$ cat src/rtl/lookahead_addsub.sv
module lookahead_addsub #(
  parameter int GRP_W = 4,
  parameter int NGRP  = 4,
  parameter bit PIPE  = 1'b1
) (
  input  logic                   clk,
  input  logic                   rst_n,
  input  logic                   in_valid,
  input  logic [GRP_W*NGRP-1:0]  a,
  input  logic [GRP_W*NGRP-1:0]  b,
  input  logic                   sub,
  output logic                   out_valid,
  output logic [GRP_W*NGRP-1:0]  result,
  output logic                   carry_out,
  output logic [NGRP-1:0]        grp_p,
  output logic [NGRP-1:0]        grp_g
);
  localparam int W = GRP_W * NGRP;

  function automatic logic carry_at(input logic [W-1:0] p, input logic [W-1:0] g,
                                    input logic cin, input int n);
    logic r, t;
    r = 1'b0;
    for (int j = 0; j < W; j++) begin
      if (j < n) begin
        t = g[j];
        for (int m = 0; m < W; m++)
          if (m > j && m < n) t = t & p[m];
        r = r | t;
      end
    end
    t = cin;
    for (int m = 0; m < W; m++)
      if (m < n) t = t & p[m];
    return r | t;
  endfunction

  logic [W-1:0] b_eff, c_p, c_g, c_pass;
  logic         c_idle;
  logic [NGRP-1:0] c_gp, c_gg;

  assign b_eff  = sub ? ~b : b;
  assign c_idle = !sub && (a == '0 || b == '0);
  assign c_p    = c_idle ? '0 : (a ^ b_eff);
  assign c_g    = c_idle ? '0 : (a & b_eff);
  assign c_pass = a | b;

  for (genvar k = 0; k < NGRP; k++) begin : g_grp1
    logic [W-1:0] pk, gk;
    assign pk = {{(W-GRP_W){1'b0}}, c_p[k*GRP_W +: GRP_W]};
    assign gk = {{(W-GRP_W){1'b0}}, c_g[k*GRP_W +: GRP_W]};
    assign c_gp[k] = &c_p[k*GRP_W +: GRP_W];
    assign c_gg[k] = carry_at(pk, gk, 1'b0, GRP_W);
  end

  logic            s_v, s_c0, s_idle;
  logic [W-1:0]    s_p, s_g, s_pass;
  logic [NGRP-1:0] s_gp, s_gg;

  if (PIPE) begin : g_pipe
    always_ff @(posedge clk or negedge rst_n) begin
      if (!rst_n) begin
        s_v    <= 1'b0;
        s_c0   <= 1'b0;
        s_idle <= 1'b0;
        s_p    <= '0;
        s_g    <= '0;
        s_pass <= '0;
        s_gp   <= '0;
        s_gg   <= '0;
      end else begin
        s_v    <= in_valid;
        s_c0   <= sub;
        s_idle <= c_idle;
        s_p    <= c_p;
        s_g    <= c_g;
        s_pass <= c_pass;
        s_gp   <= c_gp;
        s_gg   <= c_gg;
      end
    end
  end else begin : g_comb
    assign s_v    = in_valid;
    assign s_c0   = sub;
    assign s_idle = c_idle;
    assign s_p    = c_p;
    assign s_g    = c_g;
    assign s_pass = c_pass;
    assign s_gp   = c_gp;
    assign s_gg   = c_gg;
  end

  logic [W-1:0]  gp_w, gg_w, sum_w;
  logic [NGRP:0] blk_c;

  assign gp_w = {{(W-NGRP){1'b0}}, s_gp};
  assign gg_w = {{(W-NGRP){1'b0}}, s_gg};

  for (genvar k = 0; k <= NGRP; k++) begin : g_lvl2
    assign blk_c[k] = carry_at(gp_w, gg_w, s_c0, k);
  end

  for (genvar k = 0; k < NGRP; k++) begin : g_sum
    logic [W-1:0] pk, gk;
    assign pk = {{(W-GRP_W){1'b0}}, s_p[k*GRP_W +: GRP_W]};
    assign gk = {{(W-GRP_W){1'b0}}, s_g[k*GRP_W +: GRP_W]};
    for (genvar j = 0; j < GRP_W; j++) begin : g_bit
      assign sum_w[k*GRP_W+j] = s_p[k*GRP_W+j] ^ carry_at(pk, gk, blk_c[k], j);
    end
  end

  assign out_valid = s_v;
  assign result    = s_idle ? s_pass : sum_w;
  assign carry_out = blk_c[NGRP];
  assign grp_p     = s_gp;
  assign grp_g     = s_gg;
endmodule

$ cat config.mk
export PLATFORM = sky130hd
export DESIGN_NAME = lookahead_addsub
export DESIGN_NICKNAME = d
export VERILOG_FILES = /design/src/rtl/lookahead_addsub.sv
export SDC_FILE = /design/constraint.sdc
export NUM_CORES = 1
export LEC_CHECK = 0
export ABC_CLOCK_PERIOD_IN_PS = 3900
export BUFFER_PORTS_ARGS = -buffer_cell sky130_fd_sc_hd__buf_2
export CAP_MARGIN = 20
export CORE_ASPECT_RATIO = 0.7
export CORE_MARGIN = 2
export CORE_UTILIZATION = 45
export CTS_CLUSTER_DIAMETER = 50
export DETAILED_ROUTE_END_ITERATION = 10
export PLACE_DENSITY = 0.67
export SETUP_SLACK_MARGIN = 0.2
export SKIP_CTS_REPAIR_TIMING = 1
export SLEW_MARGIN = 0
export SYNTH_ARGS = -nofsm -noshare
export SYNTH_HDL_FRONTEND = slang
export SYNTH_SLANG_ARGS = --single-unit
$ cat constraint.sdc
create_clock -name clk -period 3.9 [get_ports clk]
set_input_delay 0.585 -clock clk [delete_from_list [all_inputs] [get_ports clk]]
set_output_delay 0.585 -clock clk [all_outputs]
set_load 0.01 [all_outputs]
# ---- Word level (Yosys, flattened, before mapping)
# Cells that the tools add are included.
dict set report classes {
  bitwise 124
  add_sub_neg 0
  shift 0
  mul 0
  n_eq_ne 0
  reduce_logical 9
  div_mod_pow 0
  n_mux 4
  magnitude_cmp 0
}
# op count
set op_table {}
lappend op_table {{$mux 16} 4}
lappend op_table {{$and 1x1->1} 58}
lappend op_table {{$or 1x1->1} 46}
lappend op_table {{$logic_not 16->1} 2}
lappend op_table {{$and 16x16->16} 1}
lappend op_table {{$not 16->16} 1}
lappend op_table {{$or 16x16->16} 1}
lappend op_table {{$reduce_and 4->1} 4}
lappend op_table {{$xor 1x1->1} 16}
lappend op_table {{$xor 16x16->16} 1}
lappend op_table {{$logic_and 1x1->1} 1}
lappend op_table {{$logic_not 1->1} 1}
lappend op_table {{$logic_or 1x1->1} 1}
dict set report word_totals {
  input_bits 36
  latchBits 0
  reg_bits 58
  rom_bits 0
  out_inout_bits 26
  memories 0
  ram_bits 0
}

# ---- Depth between registers and ports, before layout
# Gate-level depths: netlist of run 1.
dict set report logic_depth {
  depth_word 11
  ltp_mapped 8
  depth_no_buf 8
}

# ---- Least setup slack after synthesis of run 1
# No wires, ideal clock.
dict set report synth_timing {
  kind {flip-flop to output port}
  from {register s_gp[0] (netlist: grp_p[0])}
  to {output result[15]}
  path_slack_ps 1455
  path_buffers 0
  path_stages_with_launch 9
  arrival_time_ps 1860
  cell_sequence {dfrtp_1 > a21o_1 > a21o_1 > a21o_1 > ha_1 > o21ai_0 > a21oi_1 > xnor2_1 > o21ai_0}
}
dict set report synth_between {
  elab_chain_cells 10
}
# item line_no
set synth_rtl {}
lappend synth_rtl {{start: declaration} 58} ;# logic [NGRP-1:0] s_gp, s_gg;
lappend synth_rtl {{start signal: assignment} 78} ;# s_gp <= c_gp;
lappend synth_rtl {{$and 1x1->1 (3 in series)} 34} ;# if (m < n) t = t & p[m];
lappend synth_rtl {{$or 1x1->1} 35} ;# return r | t;
lappend synth_rtl {{$and 1x1->1 (3 in series)} 34}
lappend synth_rtl {{$or 1x1->1} 35}
lappend synth_rtl {{$xor 1x1->1} 108} ;# assign sum_w[k*GRP_W+j] = s_p[k*GRP_W+j] ^ carry_at(pk, gk, blk_c[k], j);
lappend synth_rtl {{$mux 16} 113} ;# assign result = s_idle ? s_pass : sum_w;
lappend synth_rtl {{end: declaration} 13} ;# output logic [GRP_W*NGRP-1:0] result,
# No other way between the ends.

# ---- Worst setup path after layout of run 1
dict set report layout_timing {
  from {register s_c0}
  to {output result[14]}
}
dict set report layout_between {
  elab_chain_cells 9
}
# item line_no
set layout_rtl {}
lappend layout_rtl {{start: declaration} 56} ;# logic s_v, s_c0, s_idle;
lappend layout_rtl {{start signal: assignment} 73} ;# s_c0 <= sub;
lappend layout_rtl {{$and 1x1->1 (3 in series)} 34}
lappend layout_rtl {{$or 1x1->1} 35}
lappend layout_rtl {{$and 1x1->1 (2 in series)} 34}
lappend layout_rtl {{$or 1x1->1} 35}
lappend layout_rtl {{$xor 1x1->1} 108}
lappend layout_rtl {{$mux 16} 113}
# No other way between the ends.

==> impl_metrics.toml, run 1 <==
[global_routing]
track_usage_pct = 18.0
grt_pass1_wl_mm = 8.78
grt_start_max_net_pins = 38
antenna_found_initial = 0
first_global_vias = 1832
grt_overflow_total = 0

[synthesis]
ys_ff_latch = 55
yosysWarnings = 0
synth_fa_ha_area_share_pct = 9.28
synth_top_family_by_area = "simple AND/OR/NAND/NOR gates"
syn-cell-area_um2 = 2700
synth_cell_types = 20
synth_compound_area_share_pct = 8.40
synthSimpleGateAreaFrac_pct = 19.8
synth_xor_area_share_pct = 7.80
synth_nets = 302
synth.avg_cell_area_um2 = 11.0
muxShareOfSynthArea_pct = 1.67
yosysSeqAreaShare_pct = 51.0
synthCells = 246

[power_and_ir_drop]
power.leakage_nw = 1.55
power_density_nw_per_um2 = 424
vdd_drop_max_uv = 206
power_mw = 1.33

[sta]
holdWs_ns = 0.304
relSlewSlack_pct = 38.3
maxSlewViolCount = 0
setup_tns_ns = 0
final.period_utilization_pct = 76.6
worstMarginPinSlew_ns = 0.926
rsz0062_at_grt = "false"
fmax_mhz = 335
fin_ws_ns = 0.912
setup_viol = 0
period_needed_ns = 2.99
hold_viol = 0

[detailed_routing]
vias_per_cell = 4.90
dr.pass1.iters = 4
avgRoutedWirePerCell_um = 14.1
drc = 0
vias = 1878
drtIter0Drc = 40
ant_nets = 0
wirelength_mm = 5.41

[outcome]
run_status = "finished, final reports clean"

[setup_path]
arrival_ns = 2.40
path_max_fanout = 3
cp_slowest_cell = "dfrtp_1"
slowest_delay_ns = 0.39
critPathMostFrequentCell = "a21o_1"
worstSetupStartpointType = "register"
cp.required_ns = 3.31
crit_path_cell_trace = "a21o_1 > a21o_1 > a21o_1 > ha_1 > o21ai_0 > nand2b_1 > xnor2_1 > o21ai_0 > buf_2"
end_kind = "output port"
critPathKind = "register to output port"

[finish]
drive_above_1_share_pct = 29.2
syn_to_final_growth_pct = 16.8
fill_cells = 550
nNetsFinal = 363
num_antenna_cells = 0

[job]
maxCapViolCount = 0

[worst_hold_path]
hp-class = "input port to async pin"

[die]
start_util_pct = 46.8
core_area_um2 = 5760
io_pins = 62
dieArea_um2 = 6640
die-height_um = 68.8
rows = 23
fp.dieW_um = 96.5

[clocking]
h-tree-depth = 2
clk_pin_slew_ns = 0.09
cts_tree = "done"
root_buffer = "clkbuf_8"
cts_buffer_depth = 2
cts_made_buffers = 5
clock-sinks = 55

[placement]
dpl.hpwl_mm = 4.20
routabilityCongestion = 0.768
portBuffers = 61
place_ws_ns = 1.27
[metal layers]
metal / vias to the layer above / global-route usage, % / wire length, µm
met3: 4 / 5.22 / 297
li1: 952 / - / -
met4: 0 / 3.70 / 29
met5: - / 0 / 0
met1: 889 / 26.0 / 2790
met2: 33 / 27.2 / 2300
[cell usage in the layout, fill, tap and decap left out, drive strengths merged]
| cell | count |
|---|---|
| clkbuf | 8 |
| mux2 | 4 |
| xnor2 | 8 |
| nor4 | 8 |
| a21o | 12 |
| nand4 | 6 |
| xor2 | 16 |
| nand2b | 4 |
| nor2 | 16 |
| or2 | 16 |
| a21oi | 9 |
| ha | 20 |
| or3 | 4 |
| buf | 62 |
| o21ai | 16 |
| nand2 | 16 |
| nor2b | 28 |
| dfrtp | 55 |
[final timing paths]
kind                           from          to  cells after the start
max                            s_c0  result[14]                      9
min in group clk           in_valid   out_valid                      1
max in group asynchronous     rst_n   s_pass[1]                      2
min                           rst_n   out_valid                      1
[power by group]
part	internal (mW)	leakage, nW	total (mW)	switching [mW]
Combinational	0.170	0.855	0.352	0.183
Sequential	0.624	0.646	0.648	0.0239
Clock	0.162	0.0515	0.335	0.173
Total	0.956	1.55	1.33	0.379
[critical path, delay by kind of cell (launching register included)]
kind	cells	cell delay, ns
flip-flops	1	0.39
AND/OR/NAND/NOR	1	0.12
AO/OA/AOI/OAI	5	1.09
buffers and inverters	1	0.17
XOR/XNOR	1	0.13
adder cells (fa/ha/maj)	1	0.19
[cells in the mapped netlist, drive strengths merged]
cell type / n / area, µm²
buf: 5 / 43.8
nand4: 6 / 37.5
clkbuf: 3 / 11.3
ha: 20 / 250
a21o: 12 / 90.1
mux2: 4 / 45.0
nand2: 16 / 60.1
nor4: 8 / 50.1
nand2b: 4 / 25.0
nor2b: 28 / 175
dfrtp: 55 / 1380
or3: 4 / 25.0
xor2: 16 / 140
a21oi: 9 / 56.3
o21ai: 16 / 80.1
nor2: 16 / 60.1
or2: 16 / 100
xnor2: 8 / 70.1
[stage by stage]
step                util (%)  cell area [µm²]  instances
global placement        53.0             3050        375
floorplan                  -             2700        246
detailed placement      53.0             3050        375
CTS                     54.7             3150        383
finish                  54.7             3150        383
global route            54.7             3150        383
[kinds of logic (layout without fill, tap and decap cells)]
logic type	after synthesis	after routing
and+or+nand+nor	98	98
DFF	55	55
AOI/OAI and AO/OA	37	37
xor gates and xnor gates	24	24
adders and majority gates	20	20
buffers and inverters	8	70
muxes	4	4
[cell type report]
type / count / area, µm² / share of cell area [%]
Sequential cell: 55 / 1380 / 43.7
Multi-Input combinational cell: 183 / 1260 / 40.2
Timing Repair Buffer: 62 / 313 / 9.94
Clock buffer: 8 / 100 / 3.18
Tap cell: 75 / 93.8 / 2.98
[state kept, by name (all words and copies together) (netlist names)]
| name | count |
|---|---|
| s_idle | 1 |
| s_p | 16 |
| out_valid | 1 |
| grp_p | 4 |
| s_g | 12 |
| s_pass | 16 |
| s_c0 | 1 |
| grp_g | 4 |
Note: power is estimated with default switching activity, not from simulation.
==> inputs of run 2 (changes only) <==
ABC_AREA = 1   (was unset)
ABC_CLOCK_PERIOD_IN_PS = 3100   (was 3900)
PLACE_DENSITY = 0.66   (was 0.67)
clock period = 3.1 ns   (was 3.9 ns; I/O delays follow)
==> impl_metrics.toml, run 2 <==
[global_routing]
grt_pass1_wl_mm = 10.1
grt_start_max_net_pins = 37
antenna_found_initial = 0
first_global_vias = 2087
grt_overflow_total = 0
track_usage_pct = 18.6

[worst_hold_path]
hp-class = "input port to async pin"

[clocking]
cts_tree = "done"
h-tree-depth = 2
clock-sinks = 55
cts_buffer_depth = 2
cts_made_buffers = 5
root_buffer = "clkbuf_8"
clk_pin_slew_ns = 0.10

[detailed_routing]
vias_per_cell = 4.72
ant_nets = 0
dr.pass1.iters = 4
vias = 2212
drc = 0
wirelength_mm = 6.16
avgRoutedWirePerCell_um = 13.1
drtIter0Drc = 73

[finish]
most-common-layout-cells = "nand2_1 (72), buf_2 (61), dfrtp_1 (55), inv_1 (44), nor2_1 (41)"
utilization_pct = 53.2
drive_above_1_share_pct = 24.3
num_antenna_cells = 0
fin_cells = 469
syn_to_final_growth_pct = 15.5
fin_area_um2 = 3290
reg_top3 = "s_p x16, s_pass x16, s_g x12"
final_common_cell = "nand2_1"
nNetsFinal = 446

[synthesis]
synth.largest_area_cell = "dfrtp_1"
yosysMostFrequentCell = "nand2_1"
yosysSeqAreaShare_pct = 48.3
synth_nets = 383
ys.flop_type = "dfrtp_1"
synth.avg_cell_area_um2 = 8.71
syn-cell-area_um2 = 2850
synth_edf_count = 0
ys_ff_latch = 55
async_reset_ff_share_pct = 100
yosysWarnings = 0
synthTopCellsByCount = "nand2_1 (72), dfrtp_1 (55), inv_1 (44)"
synth_cell_types = 22
synthCells = 327
synth_area_leaders = "dfrtp_1 (48%), nand2_1 (9.5%), ha_1 (8.8%), inv_1 (5.8%), nor2_1 (5.4%)"
synth_top_cell_area_share_pct = 48.3

[power_and_ir_drop]
power.leakage_nw = 1.83
power_density_nw_per_um2 = 496
vdd_drop_max_uv = 276
power_mw = 1.63

[sta]
worstMarginPinSlew_ns = 0.772
hold_viol = 0
final.period_utilization_pct = 87.1
period_needed_ns = 2.70
fin_ws_ns = 0.399
maxSlewViolCount = 0
setup_tns_ns = 0
relSlewSlack_pct = 48.5
setup_viol = 0
fmax_mhz = 370
rsz0062_at_grt = "false"
holdWs_ns = 0.220

[die]
dieArea_um2 = 6990
io_pins = 62
fp.dieW_um = 99.1
rows = 24
start_util_pct = 46.0
die-height_um = 70.6
core_area_um2 = 6190

[setup_path]
worstSetupStartpointType = "register"
critPathTopFamily = "compound AO/OA/AOI/OAI gates"
cp.required_ns = 2.63
end_kind = "output port"
arrival_ns = 2.24
crit_buf_inv = 2
path_max_fanout = 3
slowest_delay_ns = 0.40
crit_path_cell_trace = "a21o_1 > a21o_1 > a21o_1 > ha_1 > o21ai_2 > nand2_1 > nand2_1 > inv_1 > o21ai_0 > buf_2"
cp_slowest_cell = "dfrtp_1"
critPathKind = "register to output port"
critPathMostFrequentCell = "a21o_1"

[placement]
dpl.hpwl_mm = 4.68
place_ws_ns = 0.651
place_area_um2 = 3200
portBuffers = 61
routabilityCongestion = 0.835
placed_cells = 461

[job]
maxCapViolCount = 0

[outcome]
run_status = "finished, final reports clean"
==> run 2: cell count changes after synthesis, sizes merged, moves of 4 or more <==
| cell | before | now |
|---|---|---|
| nand4 | 6 | 0 |
| o22a | 0 | 4 |
| nand3 | 0 | 12 |
| or3 | 4 | 0 |
| inv | 0 | 44 |
| a21o | 12 | 4 |
| nor2 | 16 | 41 |
| nor2b | 28 | 0 |
| nor4 | 8 | 0 |
| mux2 | 4 | 0 |
| nand2 | 16 | 74 |
| nor3 | 0 | 8 |
| nand2b | 4 | 0 |
| xnor2 | 8 | 0 |
==> run 2: cell type report <==
class	count	area (µm²)
Inverter	44	165
Fill cell	616	2900
Tap cell	78	97.6
Timing Repair Buffer	65	335
Clock inverter	1	5.00
Clock buffer	7	76.3
Sequential cell	55	1380
Multi-Input combinational cell	219	1230
==> run 2: path summary, 6_finish.rpt <==
path                              end      from  cells after the start
min in group clk            out_valid  in_valid                      1
max in group asynchronous      s_p[8]     rst_n                      2
worst min-delay path        out_valid     rst_n                      1
worst max-delay path       result[14]      s_c0                     10
==> run 2: layer usage <==
layer	routed length [µm]	track usage, %
met5	0	0
met4	17	3.20
met3	290	4.94
met2	2750	28.2
met1	3110	27.5
==> run 2: power by group <==
group          internal [mW]  switching [mW]  leakage (nW)
sequential             0.785          0.0300         0.646
combinational          0.189           0.247          1.15
clock                  0.159           0.221        0.0422
total                   1.13           0.499          1.83
==> run 2: logic make-up after synthesis <==
| logic type | synth area share (%) |
|---|---|
| xor gates and xnor gates | 4.92 |
| and+or+nand+nor | 23.4 |
| DFF | 48.3 |
| AOI/OAI and AO/OA | 6.06 |
| buffers and inverters | 8.52 |
| adders and majority gates | 8.79 |
==> inputs of run 3 (changes only) <==
MAX_ROUTING_LAYER = met4   (was unset)
==> impl_metrics.toml, run 3 (synthesis gave the netlist of run 2 again) <==
[detailed_routing]
drc = 0
dr.pass1.iters = 4
ant_nets = 0
drtIter0Drc = 73
vias = 2212
vias_per_cell = 4.72
avgRoutedWirePerCell_um = 13.1
wirelength_mm = 6.16

[finish]
most-common-layout-cells = "nand2_1 (72), buf_2 (61), dfrtp_1 (55), inv_1 (44), nor2_1 (41)"
nNetsFinal = 446
fin_cells = 469
reg_top3 = "s_p x16, s_pass x16, s_g x12"
utilization_pct = 53.2
drive_above_1_share_pct = 24.3
syn_to_final_growth_pct = 15.5
final_common_cell = "nand2_1"
num_antenna_cells = 0

[setup_path]
critPathKind = "register to output port"
critPathTopFamily = "compound AO/OA/AOI/OAI gates"
slowest_delay_ns = 0.40
arrival_ns = 2.24
end_kind = "output port"
crit_path_cell_trace = "a21o_1 > a21o_1 > a21o_1 > ha_1 > o21ai_2 > nand2_1 > nand2_1 > inv_1 > o21ai_0 > buf_2"
cp_slowest_cell = "dfrtp_1"
cp.required_ns = 2.63
path_max_fanout = 3
crit_buf_inv = 2
critPathMostFrequentCell = "a21o_1"
worstSetupStartpointType = "register"

[power_and_ir_drop]
power_density_nw_per_um2 = 496
power.leakage_nw = 1.83
vdd_drop_max_uv = 276

[sta]
rsz0062_at_grt = "false"
period_needed_ns = 2.70
maxSlewViolCount = 0
setup_tns_ns = 0
worstMarginPinSlew_ns = 0.772
final.period_utilization_pct = 87.1
setup_viol = 0
relSlewSlack_pct = 48.5
hold_viol = 0
fmax_mhz = 370

[placement]
portBuffers = 61
dpl.hpwl_mm = 4.68
routabilityCongestion = 0.848
placed_cells = 461

[global_routing]
track_usage_pct = 19.2
antenna_found_initial = 0
grt_pass1_wl_mm = 10.1
first_global_vias = 2087
grt_overflow_total = 0
grt_start_max_net_pins = 37

[clocking]
root_buffer = "clkbuf_8"
clk_pin_slew_ns = 0.10
cts_buffer_depth = 2
clock-sinks = 55
cts_made_buffers = 5
cts_tree = "done"
h-tree-depth = 2

[worst_hold_path]
hp-class = "input port to async pin"

[die]
rows = 24
dieArea_um2 = 6990
die-height_um = 70.6
start_util_pct = 46.0
fp.dieW_um = 99.1
io_pins = 62
core_area_um2 = 6190

[job]
maxCapViolCount = 0

[outcome]
run_status = "finished, final reports clean"
run 3: worst paths after layout:
| kind | start | end | slack [ns] | depth (start not counted) |
|---|---|---|---|---|
| max in group asynchronous | rst_n | s_p[8] | 2.21 | 2 |
| worst min-delay path | rst_n | out_valid | 0.22 | 1 |
| worst max-delay path | s_c0 | result[14] | 0.40 | 10 |
| min in group clk | in_valid | out_valid | 0.26 | 1 |
run 3: metal layers:
layer	vias to the layer above	track usage [%]	part of all wire (%)	routed length [µm]
met2	43	28.2	45	2750
met5	-	-	0	0
met1	1028	27.6	51	3120
li1	1139	-	-	-
met4	0	3.20	0.28	17
met3	2	4.84	4.5	278
run 3: cell type report:
type	count	area, µm²
multi-input combinational	219	1230
clock inverter	1	5.00
inverter	44	165
clock buffer	7	76.3
tap	78	97.6
timing repair buffer	65	335
fill	616	2900
sequential	55	1380
run 3: where the power goes:
part / switching (mW) / total [mW] / internal [mW]
registers: 0.0300 / 0.815 / 0.785
logic: 0.248 / 0.437 / 0.189
clock network: 0.221 / 0.380 / 0.159
total: 0.499 / 1.63 / 1.13
run 3: per-stage QoR:
stage	hold WS [ns]	worst slack [ns]	total power, mW	instance area (µm²)
3_3_place_gp	0.579	0.746	1.26	3200
5_1_grt	0.231	0.221	1.75	3290
6_report	0.220	0.399	1.63	3290
3_5_place_dp	0.576	0.651	1.27	3200
2_1_floorplan	0.169	0.890	1.09	2850
4_1_cts	0.250	0.286	1.65	3280
